**config.mk**
```make
export PLATFORM = sky130hd
export DESIGN_NAME = i2c_seq_master
export DESIGN_NICKNAME = d
export VERILOG_FILES = /design/src/rtl/i2c_seq_pkg.sv /design/src/rtl/i2c_seq_timer.sv /design/src/rtl/i2c_seq_ctrl.sv /design/src/rtl/i2c_seq_master.sv
export SDC_FILE = /design/constraint.sdc
export NUM_CORES = 1
export LEC_CHECK = 0
export BUFFER_PORTS_ARGS = -buffer_cell sky130_fd_sc_hd__buf_2
export CORE_MARGIN = 4
export CORE_UTILIZATION = 61
export DETAILED_ROUTE_END_ITERATION = 12
export PLACE_DENSITY = 0.85
export SLEW_MARGIN = 10
export SYNTH_ARGS = -nofsm -noshare
export SYNTH_HDL_FRONTEND = slang
export SYNTH_SLANG_ARGS = --single-unit
```
**constraint.sdc**
```tcl
create_clock -name clk -period 4.7 [get_ports clk]
set_clock_uncertainty 0.1 [all_clocks]
set_input_delay 0 -clock clk [delete_from_list [all_inputs] [get_ports clk]]
set_output_delay 0 -clock clk [all_outputs]
set_load 0.005 [all_outputs]
```
**src/rtl/i2c_seq_pkg.sv**
```systemverilog
// Package for the status-coded I2C master: controller states, register
// addresses, control bit positions and posted status codes.
package i2c_seq_pkg;

    typedef enum logic [3:0] {
        S_IDLE, S_START, S_WAIT, S_BIT_L, S_BIT_H,
        S_RS_L, S_RS_H, S_STOP_L, S_STOP_H, S_STOP_R
    } seq_st_t;

    // register addresses
    localparam logic [2:0] RA_CSET = 3'd0;
    localparam logic [2:0] RA_STAT = 3'd1;
    localparam logic [2:0] RA_DATA = 3'd2;
    localparam logic [2:0] RA_CCLR = 3'd3;
    localparam logic [2:0] RA_SCLH = 3'd4;
    localparam logic [2:0] RA_SCLL = 3'd5;

    // control bit positions
    localparam int CB_EN  = 6;
    localparam int CB_STA = 5;
    localparam int CB_STO = 4;
    localparam int CB_SI  = 3;
    localparam int CB_AA  = 2;
    localparam logic [7:0] CTRL_MASK = 8'h7C;

    // posted status codes
    localparam logic [7:0] SC_START   = 8'h08;
    localparam logic [7:0] SC_RESTART = 8'h10;
    localparam logic [7:0] SC_AW_ACK  = 8'h18;
    localparam logic [7:0] SC_AW_NAK  = 8'h20;
    localparam logic [7:0] SC_DW_ACK  = 8'h28;
    localparam logic [7:0] SC_DW_NAK  = 8'h30;
    localparam logic [7:0] SC_LOST    = 8'h38;
    localparam logic [7:0] SC_AR_ACK  = 8'h40;
    localparam logic [7:0] SC_AR_NAK  = 8'h48;
    localparam logic [7:0] SC_DR_ACK  = 8'h50;
    localparam logic [7:0] SC_DR_NAK  = 8'h58;
    localparam logic [7:0] SC_IDLE    = 8'hF8;

endpackage

```
**src/rtl/i2c_seq_timer.sv**
```systemverilog
// Phase timer: loaded with a period when the controller changes state,
// reports expiry once that state has lasted the period (a period of 0
// behaves like 1). Assumes the load pulse comes from a state change.
module i2c_seq_timer #(
    parameter int CNT_W = 16
) (
    input  logic             clk,
    input  logic             rst_n,
    input  logic             load,
    input  logic [CNT_W-1:0] period,
    output logic             expired
);
    logic [CNT_W-1:0] cnt;

    // count down from period-1 after each load
    always_ff @(posedge clk) begin
        if (!rst_n)
            cnt <= '0;
        else if (load)
            cnt <= (period == '0) ? '0 : period - 1'b1;
        else if (cnt != '0)
            cnt <= cnt - 1'b1;
    end

    assign expired = (cnt == '0);

endmodule

```
**src/rtl/i2c_seq_ctrl.sv**
```systemverilog
// Control register with separate set and clear write ports. Hardware
// sets the event flag and clears the stop request. Assumes the two
// hardware strobes never coincide with software changing the same bit.
module i2c_seq_ctrl
    import i2c_seq_pkg::*;
(
    input  logic       clk,
    input  logic       rst_n,
    input  logic       set_we,
    input  logic       clr_we,
    input  logic [7:0] wbits,
    input  logic       hw_si_set,
    input  logic       hw_sto_clr,
    output logic [7:0] ctrl
);
    logic [7:0] ctrl_d;

    // merge software set/clear with hardware updates
    always_comb begin
        ctrl_d = ctrl;
        if (set_we) ctrl_d = ctrl_d | (wbits & CTRL_MASK);
        if (clr_we) ctrl_d = ctrl_d & ~(wbits & CTRL_MASK);
        if (hw_si_set) ctrl_d[CB_SI] = 1'b1;
        if (hw_sto_clr) ctrl_d[CB_STO] = 1'b0;
    end

    // register the control bits
    always_ff @(posedge clk) begin
        if (!rst_n) ctrl <= '0;
        else        ctrl <= ctrl_d;
    end

endmodule

```
**src/rtl/i2c_seq_master.sv**
```systemverilog
// Status-coded I2C master. Performs one bus event per software request
// (START, repeated START, one byte plus acknowledge, STOP), then posts a
// status code, raises the event flag and parks SCL low until the flag is
// cleared. Assumes a single master, no slave clock stretching, and that
// software does not set the event flag by hand while a byte is moving.
module i2c_seq_master
    import i2c_seq_pkg::*;
#(
    parameter int CNT_W      = 16,
    parameter int DEF_PERIOD = 250
) (
    input  logic        clk,
    input  logic        rst_n,
    input  logic        reg_we,
    input  logic [2:0]  reg_addr,
    input  logic [15:0] reg_wdata,
    output logic [15:0] reg_rdata,
    output logic        irq,
    output logic        scl_oe,
    output logic        sda_oe,
    input  logic        sda_in
);
    localparam logic [CNT_W-1:0] RST_PERIOD = CNT_W'(DEF_PERIOD);

    seq_st_t          st, st_d;
    logic [7:0]       ctrl, shreg, data_q, status_q, byte_code;
    logic [CNT_W-1:0] sclh_q, scll_q, period_d;
    logic [3:0]       bit_idx;
    logic             en, sta, sto, si, aa;
    logic             tmr_exp, hw_si_set, hw_sto_clr;
    logic             addr_phase, rd_mode, bus_held, lost, wait_drv;
    logic             sending, bit_drv, arb_fail;

    assign en  = ctrl[CB_EN];
    assign sta = ctrl[CB_STA];
    assign sto = ctrl[CB_STO];
    assign si  = ctrl[CB_SI];
    assign aa  = ctrl[CB_AA];

    i2c_seq_ctrl u_ctrl (
        .clk       (clk),
        .rst_n     (rst_n),
        .set_we    (reg_we && reg_addr == RA_CSET),
        .clr_we    (reg_we && reg_addr == RA_CCLR),
        .wbits     (reg_wdata[7:0]),
        .hw_si_set (hw_si_set),
        .hw_sto_clr(hw_sto_clr),
        .ctrl      (ctrl)
    );

    i2c_seq_timer #(.CNT_W(CNT_W)) u_timer (
        .clk    (clk),
        .rst_n  (rst_n),
        .load   (st_d != st),
        .period (period_d),
        .expired(tmr_exp)
    );

    // bit-level decisions: who drives SDA and whether arbitration failed
    always_comb begin
        sending  = addr_phase || !rd_mode;
        bit_drv  = (bit_idx < 4'd8) ? (sending && !shreg[7]) : (!sending && aa);
        arb_fail = (st == S_BIT_H) && tmr_exp && (bit_idx < 4'd8)
                   && sending && shreg[7] && !sda_in;
        case ({addr_phase, rd_mode})
            2'b10:   byte_code = sda_in ? SC_AW_NAK : SC_AW_ACK;
            2'b11:   byte_code = sda_in ? SC_AR_NAK : SC_AR_ACK;
            2'b00:   byte_code = sda_in ? SC_DW_NAK : SC_DW_ACK;
            default: byte_code = sda_in ? SC_DR_NAK : SC_DR_ACK;
        endcase
    end

    // next controller state
    always_comb begin
        st_d = st;
        case (st)
            S_IDLE:   if (en && sta && !si) st_d = S_START;
            S_START:  if (tmr_exp) st_d = S_WAIT;
            S_WAIT: begin
                if (!si) begin
                    if (lost)     st_d = S_IDLE;
                    else if (sto) st_d = S_STOP_L;
                    else if (sta) st_d = S_RS_L;
                    else          st_d = S_BIT_L;
                end
            end
            S_BIT_L:  if (tmr_exp) st_d = S_BIT_H;
            S_BIT_H: begin
                if (tmr_exp)
                    st_d = (arb_fail || bit_idx == 4'd8) ? S_WAIT : S_BIT_L;
            end
            S_RS_L:   if (tmr_exp) st_d = S_RS_H;
            S_RS_H:   if (tmr_exp) st_d = S_START;
            S_STOP_L: if (tmr_exp) st_d = S_STOP_H;
            S_STOP_H: if (tmr_exp) st_d = S_STOP_R;
            S_STOP_R: if (tmr_exp) st_d = S_IDLE;
            default:  st_d = S_IDLE;
        endcase
    end

    // period of the state being entered, and hardware strobes to control
    always_comb begin
        period_d   = (st_d == S_BIT_L || st_d == S_RS_L || st_d == S_STOP_L) ? scll_q : sclh_q;
        hw_si_set  = (st != S_WAIT) && (st_d == S_WAIT);
        hw_sto_clr = (st == S_STOP_R) && (st_d == S_IDLE);
    end

    // state, registers written by software, and byte datapath
    always_ff @(posedge clk) begin
        if (!rst_n) begin
            st         <= S_IDLE;
            sclh_q     <= RST_PERIOD;
            scll_q     <= RST_PERIOD;
            data_q     <= '0;
            status_q   <= SC_IDLE;
            shreg      <= '0;
            bit_idx    <= '0;
            addr_phase <= 1'b0;
            rd_mode    <= 1'b0;
            bus_held   <= 1'b0;
            lost       <= 1'b0;
            wait_drv   <= 1'b0;
        end else begin
            st <= st_d;
            if (reg_we && reg_addr == RA_SCLH) sclh_q <= reg_wdata[CNT_W-1:0];
            if (reg_we && reg_addr == RA_SCLL) scll_q <= reg_wdata[CNT_W-1:0];
            if (reg_we && reg_addr == RA_DATA) data_q <= reg_wdata[7:0];
            case (st)
                S_START: if (tmr_exp) begin
                    status_q   <= bus_held ? SC_RESTART : SC_START;
                    bus_held   <= 1'b1;
                    addr_phase <= 1'b1;
                    wait_drv   <= 1'b1;
                end
                S_WAIT: begin
                    if (st_d == S_BIT_L) begin
                        bit_idx <= '0;
                        shreg   <= data_q;
                        if (addr_phase) rd_mode <= data_q[0];
                    end else if (st_d == S_IDLE) begin
                        lost     <= 1'b0;
                        bus_held <= 1'b0;
                        status_q <= SC_IDLE;
                    end
                end
                S_BIT_H: if (tmr_exp) begin
                    if (arb_fail) begin
                        lost     <= 1'b1;
                        status_q <= SC_LOST;
                        wait_drv <= 1'b0;
                    end else if (bit_idx == 4'd8) begin
                        status_q   <= byte_code;
                        addr_phase <= 1'b0;
                        wait_drv   <= 1'b0;
                        if (!sending) data_q <= shreg;
                    end else begin
                        shreg   <= {shreg[6:0], sda_in};
                        bit_idx <= bit_idx + 1'b1;
                    end
                end
                S_STOP_R: if (tmr_exp) begin
                    status_q <= SC_IDLE;
                    bus_held <= 1'b0;
                end
                default: ;
            endcase
        end
    end

    // open-drain line enables per state
    always_comb begin
        scl_oe = 1'b0;
        sda_oe = 1'b0;
        case (st)
            S_START:  sda_oe = 1'b1;
            S_WAIT:   begin scl_oe = !lost; sda_oe = wait_drv && !lost; end
            S_BIT_L:  begin scl_oe = 1'b1; sda_oe = bit_drv; end
            S_BIT_H:  sda_oe = bit_drv;
            S_RS_L:   scl_oe = 1'b1;
            S_STOP_L: begin scl_oe = 1'b1; sda_oe = 1'b1; end
            S_STOP_H: sda_oe = 1'b1;
            default:  ;
        endcase
    end

    // register read mux
    always_comb begin
        case (reg_addr)
            RA_CSET: reg_rdata = {8'h00, ctrl};
            RA_STAT: reg_rdata = {8'h00, status_q};
            RA_DATA: reg_rdata = {8'h00, data_q};
            RA_SCLH: reg_rdata = 16'(sclh_q);
            RA_SCLL: reg_rdata = 16'(scll_q);
            default: reg_rdata = '0;
        endcase
    end

    assign irq = si;

    // leaving the START phase posts a start code
    assert_start_code_R3: assert property (@(posedge clk) disable iff (!rst_n)
        ($past(st) == S_START && st == S_WAIT) |-> (si && (status_q == SC_START || status_q == SC_RESTART)));

    // status frozen while the flag stays set
    assert_frozen_R4: assert property (@(posedge clk) disable iff (!rst_n)
        (si && $past(si)) |-> $stable(status_q));

    // STOP completion clears the request and reports idle
    assert_stop_done_R9: assert property (@(posedge clk) disable iff (!rst_n)
        ($past(st) == S_STOP_R && st == S_IDLE) |-> (!sto && !si && status_q == SC_IDLE));

    // lost arbitration leaves both lines released
    assert_lost_release_R10: assert property (@(posedge clk) disable iff (!rst_n)
        (si && status_q == SC_LOST) |-> (!scl_oe && !sda_oe));

    // disabled controller never leaves idle
    assert_disabled_idle_R13: assert property (@(posedge clk) disable iff (!rst_n)
        (st == S_IDLE && !en) |=> (st == S_IDLE));

endmodule

```
# Yosys cells after proc, flatten, opt, wreduce, memory -nomap -nowiden
# Index checks and enable logic that the tools add are counted.
[totals]
reg_bits = 93
elab_cells = 178
[op_classes]
addsub = 3
n_lt_le_gt_ge = 1
eq_ne = 34
n_mux = 71
bitwise_logic = 4
reduce_logical = 50
[ops]
columns = ["op", "n"]
rows = [
  ["8-bit two-way mux", 19],
  ["16-bit one-hot mux with 5 select lines", 1],
  ["16-bit two-way mux", 4],
  ["4-bit two-way mux", 16],
  ["4-bit one-hot mux with 10 select lines", 1],
  ["16-bit logical NOT", 2],
  ["8-bit one-hot mux with 4 select lines", 1],
  ["16-bit by 1-bit subtractor with 16-bit output, second input constant", 2],
  ["4-bit by 3-bit == test with 1-bit output, second input constant", 6],
  ["7-bit one-hot mux with 3 select lines", 1],
  ["5-bit AND reduction", 4],
  ["2-bit inequality test, second input constant", 9],
  ["1-bit logical AND", 17],
  ["4-bit by 2-bit == test with 1-bit output, second input constant", 4],
  ["8-bit one-hot mux with 2 select lines", 1],
  ["16-bit nonzero test", 1],
  ["1-bit two-way mux", 14],
  ["4-bit == test, second input constant", 3],
  ["5-bit two-way mux", 2],
  ["3-bit two-way mux", 3],
  ["8-bit bitwise AND", 1],
  ["4-bit logical NOT", 2],
  ["7-bit NOT with 8-bit output", 1],
  ["8-bit by 7-bit bitwise OR with 8-bit output", 1],
  ["28 further kinds", 47],
]

# Depth between registers and ports, before layout
# Gate-level depths: netlist of the first run.
[depth]
ltp_word = 17
depth_mapped = 17
depth_no_buf = 16

# By module
# From an unflattened synthesis of the first run, not the netlist that was laid out.
[unflattened]
cells_unflattened = 627
area_unflattened_um2 = 5201.2
[modules_own_cells]
columns = ["module", "n_inst", "cells_each", "area_each_um2", "seq_area_each_um2"]
rows = [
  ["i2c_seq_master", 1, 461, 3836.2, 1321.3],
  ["i2c_seq_timer", 1, 145, 1151.1, 320.3],
  ["i2c_seq_ctrl", 1, 21, 214.0, 100.1],
]

# Worst setup path after synthesis of the first run
# Ideal clock, no wire load.
[synth_timing]
path_kind = "flip-flop to flip-flop"
startpoint = "register u_timer.cnt[0]"
endpoint = "register u_timer.cnt[1]"
arrival_ps = 3751
required_time_ps = 4482
setup_slack_ps = 731
stages_incl_launch_ff = 16
n_path_buf = 1
period_less_slack_ps = 3969
path_cell_list = "dfxtp_1 > inv_1 > ha_1 > nor4b_2 > nand4_1 > o311ai_4 > o211ai_2 > mux2i_1 > ha_1 > nand2b_1 > or3_1 > nor4b_1 > a211oi_2 > buf_4 > a22oi_1 > nor2_1"
[synth_via]
elab_chain_len = 17
[synth_rtl]
columns = ["item", "line_no", "text"]
rows = [
  ["start, declared", "i2c_seq_timer.sv:13", "logic [CNT_W-1:0] cnt;"],
  ["start signal, assigned", "i2c_seq_timer.sv:20", "cnt <= (period == '0) ? '0 : period - 1'b1;"],
  ["start signal, assigned", "i2c_seq_timer.sv:22", "cnt <= cnt - 1'b1;"],
  ["16-bit logical NOT", "i2c_seq_timer.sv:25", "assign expired = (cnt == '0);"],
  ["1-bit logical AND (2 in a row)", "i2c_seq_master.sv:63", "arb_fail = (st == S_BIT_H) && tmr_exp && (bit_idx < 4'd8)"],
  ["1-bit logical AND (3 in a row)", "i2c_seq_master.sv:64", "&& sending && shreg[7] && !sda_in;"],
  ["1-bit logical OR", "i2c_seq_master.sv:90", "st_d = (arb_fail || bit_idx == 4'd8) ? S_WAIT : S_BIT_L;"],
  ["1-bit two-way mux", "i2c_seq_master.sv:90", ""],
  ["4-bit two-way mux", "i2c_seq_master.sv:89", "if (tmr_exp)"],
  ["4-bit one-hot mux with 10 select lines", "i2c_seq_master.sv:76", "case (st)"],
  ["4-bit by 2-bit == test with 1-bit output / 4-bit by 3-bit == test with 1-bit output (equally long branches)", "i2c_seq_master.sv:103", "period_d = (st_d == S_BIT_L || st_d == S_RS_L || st_d == S_STOP_L) ? scll_q : sclh_q;"],
  ["1-bit logical OR (2 in a row)", "i2c_seq_master.sv:103", ""],
  ["16-bit two-way mux", "i2c_seq_master.sv:103", ""],
  ["16-bit by 1-bit subtractor with 16-bit output / 16-bit logical NOT (equally long branches)", "i2c_seq_timer.sv:20", ""],
  ["16-bit two-way mux", "i2c_seq_timer.sv:20", ""],
  ["16-bit two-way mux", "i2c_seq_timer.sv:19", "else if (load)"],
]
# Several ways; a longest one is shown, not always the timed one. The select of a mux whose other input is x is not followed.
# A chain may end at the register's enable or synchronous reset.

# Worst setup path in the final report of the first run
[layout_timing]
startpoint = "register u_timer.cnt[10]"
endpoint = "register u_timer.cnt[15]"
# The elaborated chain is that of the path after synthesis.

==> flow_summary.ini, run 1 <==
[placed_design]
hpwl_um = 10340
gp_congestion = 1.021
io_buffers = 41

[setup_path]
cpMaxStageDelayCell = a211oi_2
start_kind = flip-flop
critical_path.cell_chain = nor4_4, and2b_1, nand4_1, buf_4, o311ai_4, o211ai_2, mux2i_1, ha_1, nand2b_1, or3_1, nor4_1, o2111a_1, a211oi_2, nand3_1, o22ai_1
critPathKind = flip-flop to flip-flop
worst_path_largest_cell_delay_ns = 0.64
crit_path_start = u_timer.cnt[10]$_SDFFE_PN0P_
critPathCaptureType = flip-flop
path_max_fanout = 12
crit_required_ns = 4.86
worstReg2RegStart = u_timer.cnt[10]$_SDFFE_PN0P_
crit_arrival_ns = 4.62

[timing]
whs_ns = 0.1094
finalSetupViolCount = 0
relSlewSlack_pct = 25.24
hold_viol = 0
period_share_pct = 94.75
maxSlewViolCount = 0
max_freq_mhz = 224.6
tightest_slew_ns = 1.117
finalWorstPathRequiredPeriod_ns = 4.453
tns_ns = 0

[min_path]
min_from = reg_we
hp-class = primary input to flip-flop

[route]
drcViolationCount = 0
avgViaCountPerCell = 6.383
route.vias.total = 5355
detail-route-antenna-nets = 0
postRouteWirelength_um = 14850
wl_per_cell_um = 17.70
drt_iter0_drc = 397
first_pass_iters = 5

[global_routing]
grt_first_pass_wirelength_um = 24610
grt_max_degree = 56
grt.total_usage_pct = 29.59
antenna_found_initial = 0
overflow = 0
grt_pass1_vias = 5019

[power_and_ir_drop]
powerDensity_nw_per_um2 = 334.8
ir_worst_vdd_uv = 182.4
p_leak_nw = 2.315
power_mw = 2.011

[die]
fp.coreArea_um2 = 8341
die_area_um2 = 10300
rows = 33
initial_core_util_pct = 63.91
die_h_um = 101.5
io_pins = 42
die_w_um = 101.5

[cts]
cts_tree = built
cts.sinks = 87
cts.clk_slew.worst_paths_ns = 0.08
clock_path_buffers = 2
h-tree-depth = 3
clkLatencyLatePin_ns = 0.36
numCtsBuffers = 9
clockRootBuffer = clkbuf_8

[final_layout]
layout-drive-gt1-share_pct = 13.08
antennaDiodeCount = 0
layout.nets = 757
synthToLayoutAreaGrowth_pct = 12.72
utilization_pct = 72.04

[synthesis]
synth-edff-count = 0
ys_types = 67
yosysTopAreaCell = dfxtp_1
yosysTopAreaCellShare_pct = 32.68
synthCells = 684
synth_fp_nets = 712
yosys-top-cells-area = dfxtp_1, nand2_1, mux2i_1, nor2_1, xnor2_1
syn_area_um2 = 5330
synth_ff_type = dfxtp_1
ys_warn_count = 0
avgSynthCellArea_um2 = 7.793
ys_seq_area_share_pct = 32.68
async_reset_ff_share_pct = 0
synth-seq-cells = 87

[run_status]
outcome = complete, no violations

[job]
cap_violations = 0
[registers in the layout, summed over array words and instances (netlist names), 4 cells and up, named ones only]
register     count
shreg            8
data_q           8
sclh_q          16
scll_q          16
u_timer.cnt     16
st               4
status_q         5
bit_idx          4
[final cells by class]
| class | instances | area [µm²] |
|---|---|---|
| multi-input combinational | 550 | 3413 |
| fill | 602 | 2332 |
| sequential | 87 | 1742 |
| timing repair buffer | 70 | 465.4 |
| clock buffer | 11 | 151.4 |
| tap | 105 | 131.4 |
| clock inverter | 5 | 63.81 |
| inverter | 11 | 41.29 |
[critical path: cells and delay by family, from the launching register on]
kind	cells	cell delay [ns]
and+or+nand+nor	7	1.64
AOI/OAI and AO/OA	5	1.55
DFF	1	0.38
buffers and inverters	1	0.26
adders and majority gates	1	0.24
muxes	1	0.18
[kinds of logic (layout without fill, tap and decap cells)]
kind of cell	Yosys count	in the layout	share of synthesized area [%]
adder cells (fa/ha/maj)	5	5	1.174
flip-flops	87	87	32.68
buffers and inverters	47	97	3.568
AND/OR/NAND/NOR	334	334	30.59
XOR/XNOR	40	40	6.573
AO/OA/AOI/OAI	138	138	18.22
multiplexers	33	33	7.207
[placed cells by master (no fill, tap or decap), types with 6 or more instances in the layout]
| master | count |
|---|---|
| clkbuf_8 | 11 |
| a21boi_0 | 13 |
| o21ai_0 | 21 |
| a211oi_1 | 8 |
| xnor2_1 | 22 |
| nand3b_1 | 6 |
| or3_1 | 6 |
| nor2b_1 | 8 |
| inv_1 | 9 |
| a21oi_1 | 35 |
| o22ai_1 | 8 |
| buf_2 | 41 |
| a311oi_1 | 7 |
| nor2_1 | 61 |
| dlygate4sd3_1 | 17 |
| xor2_1 | 18 |
| nand2_1 | 143 |
| nor4_1 | 6 |
| nor3_1 | 22 |
| o21a_1 | 6 |
| o211ai_1 | 10 |
| nand2b_1 | 13 |
| buf_4 | 12 |
| nand3_1 | 31 |
| mux2i_1 | 26 |
| dfxtp_1 | 87 |
[metrics by stage]
step	std cells	cell area (µm²)	setup WS [ns]
4_1_cts	833	5948	0.03082
5_1_grt	839	6008	-0.1501
6_report	839	6008	0.2469
2_1_floorplan	684	5330	0.7305
3_3_place_gp	800	5563	0.3901
3_5_place_dp	800	5563	0.1305
[routing by layer]
metal	track usage (%)	part of all wire [%]
met4	13.60	3.2
met2	48.64	48
met5	0	0
met1	38.13	41
met3	4.683	8.6
[path summary, 6_finish.rpt]
path	end	slack, ns	depth (start not counted)
setup / recovery	u_timer.cnt[15]$_SDFFE_PN0P_	0.25	15
hold / removal	flip-flop	0.11	6
setup reg to reg	u_timer.cnt[15]$_SDFFE_PN0P_	0.25	15
hold reg to reg	shreg[7]$_SDFFE_PN0P_	0.40	2
[cell usage after synthesis, types with 6 or more instances]
cell,number
o211ai_1,10
clkbuf_1,28
nand2b_1,13
nor2_1,61
o22ai_1,8
nand2_1,143
a21boi_0,13
nor3_1,22
xnor2_1,22
o21a_1,6
a311oi_1,7
xor2_1,18
nor2b_1,8
nand3_1,31
o21ai_0,21
nor4_1,6
a211oi_1,8
dfxtp_1,87
or3_1,6
inv_1,9
mux2i_1,26
nand3b_1,6
a21oi_1,35
[report_power, final]
part	internal (mW)	total (mW)	switching [mW]
clock	0.280	0.563	0.283
sequential	0.794	0.875	0.0810
combinational	0.235	0.573	0.338
[repair_timing]
| action | 4_1_cts | 5_1_grt |
|---|---|---|
| endpoints found under the setup margin | 0 | 16 |
| setup buffers | 0 | 6 |
| resized for setup | 0 | 2 |
| hold endpoints to repair | 46 | 0 |
| hold buffers | 17 | 0 |
Power figures use the tool's default switching activity.
==> inputs of run 2 (changes only) <==
Settings changed: SETUP_SLACK_MARGIN set to 0.4.
==> flow_summary.ini, run 2 (same netlist as run 1, synthesis figures left out) <==
[timing]
relSlewSlack_pct = 24.48
maxSlewViolCount = 0
tightest_slew_ns = 1.129
max_freq_mhz = 238.5
hold_viol = 0
finalWorstPathRequiredPeriod_ns = 4.193
rsz0062_at_grt = no
finalSetupViolCount = 0
whs_ns = 0.1100
tns_ns = 0
period_share_pct = 89.22

[min_path]
hp-class = primary input to flip-flop

[final_layout]
reg.largest.list = sclh_q x16, scll_q x16, u_timer.cnt x16
layout.nets = 758
layout-drive-gt1-share_pct = 13.61
utilization_pct = 72.61
synthToLayoutAreaGrowth_pct = 13.62
antennaDiodeCount = 0
instances_no_fill = 840
layout_common_cells = nand2_1, dfxtp_1, nor2_1
final_common_cell = nand2_1

[setup_path]
crit_arrival_ns = 4.36
worst_path_largest_cell_delay_ns = 0.49
critPathKind = flip-flop to flip-flop
cpLargestDelayFamily = compound AO/OA/AOI/OAI gates
path_max_fanout = 12
critical_path.cell_chain = inv_1, ha_1, nor4b_4, buf_4, nand4_1, o211ai_1, o211ai_4, mux2i_2, ha_1, nand2b_1, or3_1, nor4_2, o2111a_1, a211oi_4, nand3_2, o22ai_1
crit_buf_inv = 2
start_kind = flip-flop
crit_required_ns = 4.87
critPathCaptureType = flip-flop
cpMaxStageDelayCell = a211oi_4
crit_top_cell = ha_1

[die]
die_w_um = 101.5
fp.coreArea_um2 = 8341
die_h_um = 101.5
die_area_um2 = 10300
initial_core_util_pct = 63.91
rows = 33
io_pins = 42

[route]
detail-route-antenna-nets = 0
first_pass_iters = 6
postRouteWirelength_um = 15010
drcViolationCount = 0
route.vias.total = 5335
drt_iter0_drc = 420
avgViaCountPerCell = 6.351
wl_per_cell_um = 17.86

[global_routing]
overflow = 0
grt_max_degree = 56
antenna_found_initial = 0
grt.total_usage_pct = 29.63
grt_pass1_vias = 5017
grt_first_pass_wirelength_um = 24620

[cts]
cts.sinks = 87
h-tree-depth = 3
cts.clk_slew.worst_paths_ns = 0.09
clkLatencyLatePin_ns = 0.36
clock_path_buffers = 2
clockRootBuffer = clkbuf_8
cts_tree = built
numCtsBuffers = 9

[run_status]
outcome = complete, no violations

[placed_design]
gp_congestion = 1.021
hpwl_um = 10340
io_buffers = 41
dp.cells = 800

[power_and_ir_drop]
p_leak_nw = 2.321
ir_worst_vdd_uv = 182.5
powerDensity_nw_per_um2 = 335.6

[job]
cap_violations = 0
[run 2: path summary, 6_finish.rpt]
check,startpoint,to,slack [ns],cells past startpoint
worst max-delay path,u_timer.cnt[0]$_SDFFE_PN0P_,u_timer.cnt[15]$_SDFFE_PN0P_,0.51,16
worst min-delay path,reg_we,flip-flop,0.11,6
worst max register to register,u_timer.cnt[0]$_SDFFE_PN0P_,u_timer.cnt[15]$_SDFFE_PN0P_,0.51,16
worst min register to register,data_q[7]$_SDFF_PN0_,shreg[7]$_SDFFE_PN0P_,0.39,2
[run 2: through the flow]
| step | cell area [µm²] | setup WS, ns | power [mW] |
|---|---|---|---|
| 2_1_floorplan | 5330 | 0.7305 | 1.257 |
| 3_3_place_gp | 5563 | 0.3901 | 1.367 |
| 3_5_place_dp | 5563 | 0.1305 | 1.387 |
| 4_1_cts | 5991 | 0.4365 | 1.966 |
| 5_1_grt | 6056 | 0.3205 | 2.115 |
| 6_report | 6056 | 0.5067 | 2.032 |
[run 2: power breakdown]
part	internal, mW	switching, mW
clock network	0.280	0.284
logic	0.253	0.342
registers	0.794	0.0793
total	1.33	0.705
[run 2: layer usage]
layer	wire, µm	track usage [%]	vias up	part of all wire, %
li1	-	-	2517	-
met1	6225	38.45	2503	41
met2	7123	48.94	279	47
met3	1248	4.270	36	8.3
met4	408	13.19	0	2.7
met5	0	0	-	0
[run 2: final cells by class]
cell class,instances,area (µm²)
timing repair buffer,71,473.0
clock buffer,11,151.4
clock inverter,5,63.81
sequential,87,1742
fill,607,2285
inverter,11,41.29
tap,105,131.4
multi-input combinational,550,3453
[run 2: worst register-to-register path, delay by kind of cell, from the launching register on]
kind | cells | cell delay [ns]
buf+inv | 2 | 0.33
mux | 1 | 0.21
flops | 1 | 0.34
compound gates | 5 | 1.54
fa+ha+maj | 2 | 0.41
simple gates | 6 | 1.19
[run 2: repair_timing]
item	CTS	global route
pin swaps	2	2
setup endpoints to repair	16	16
hold buffers	17	0
gates resized for setup	4	4
endpoints found under the hold margin	46	0
buffers inserted	2	5
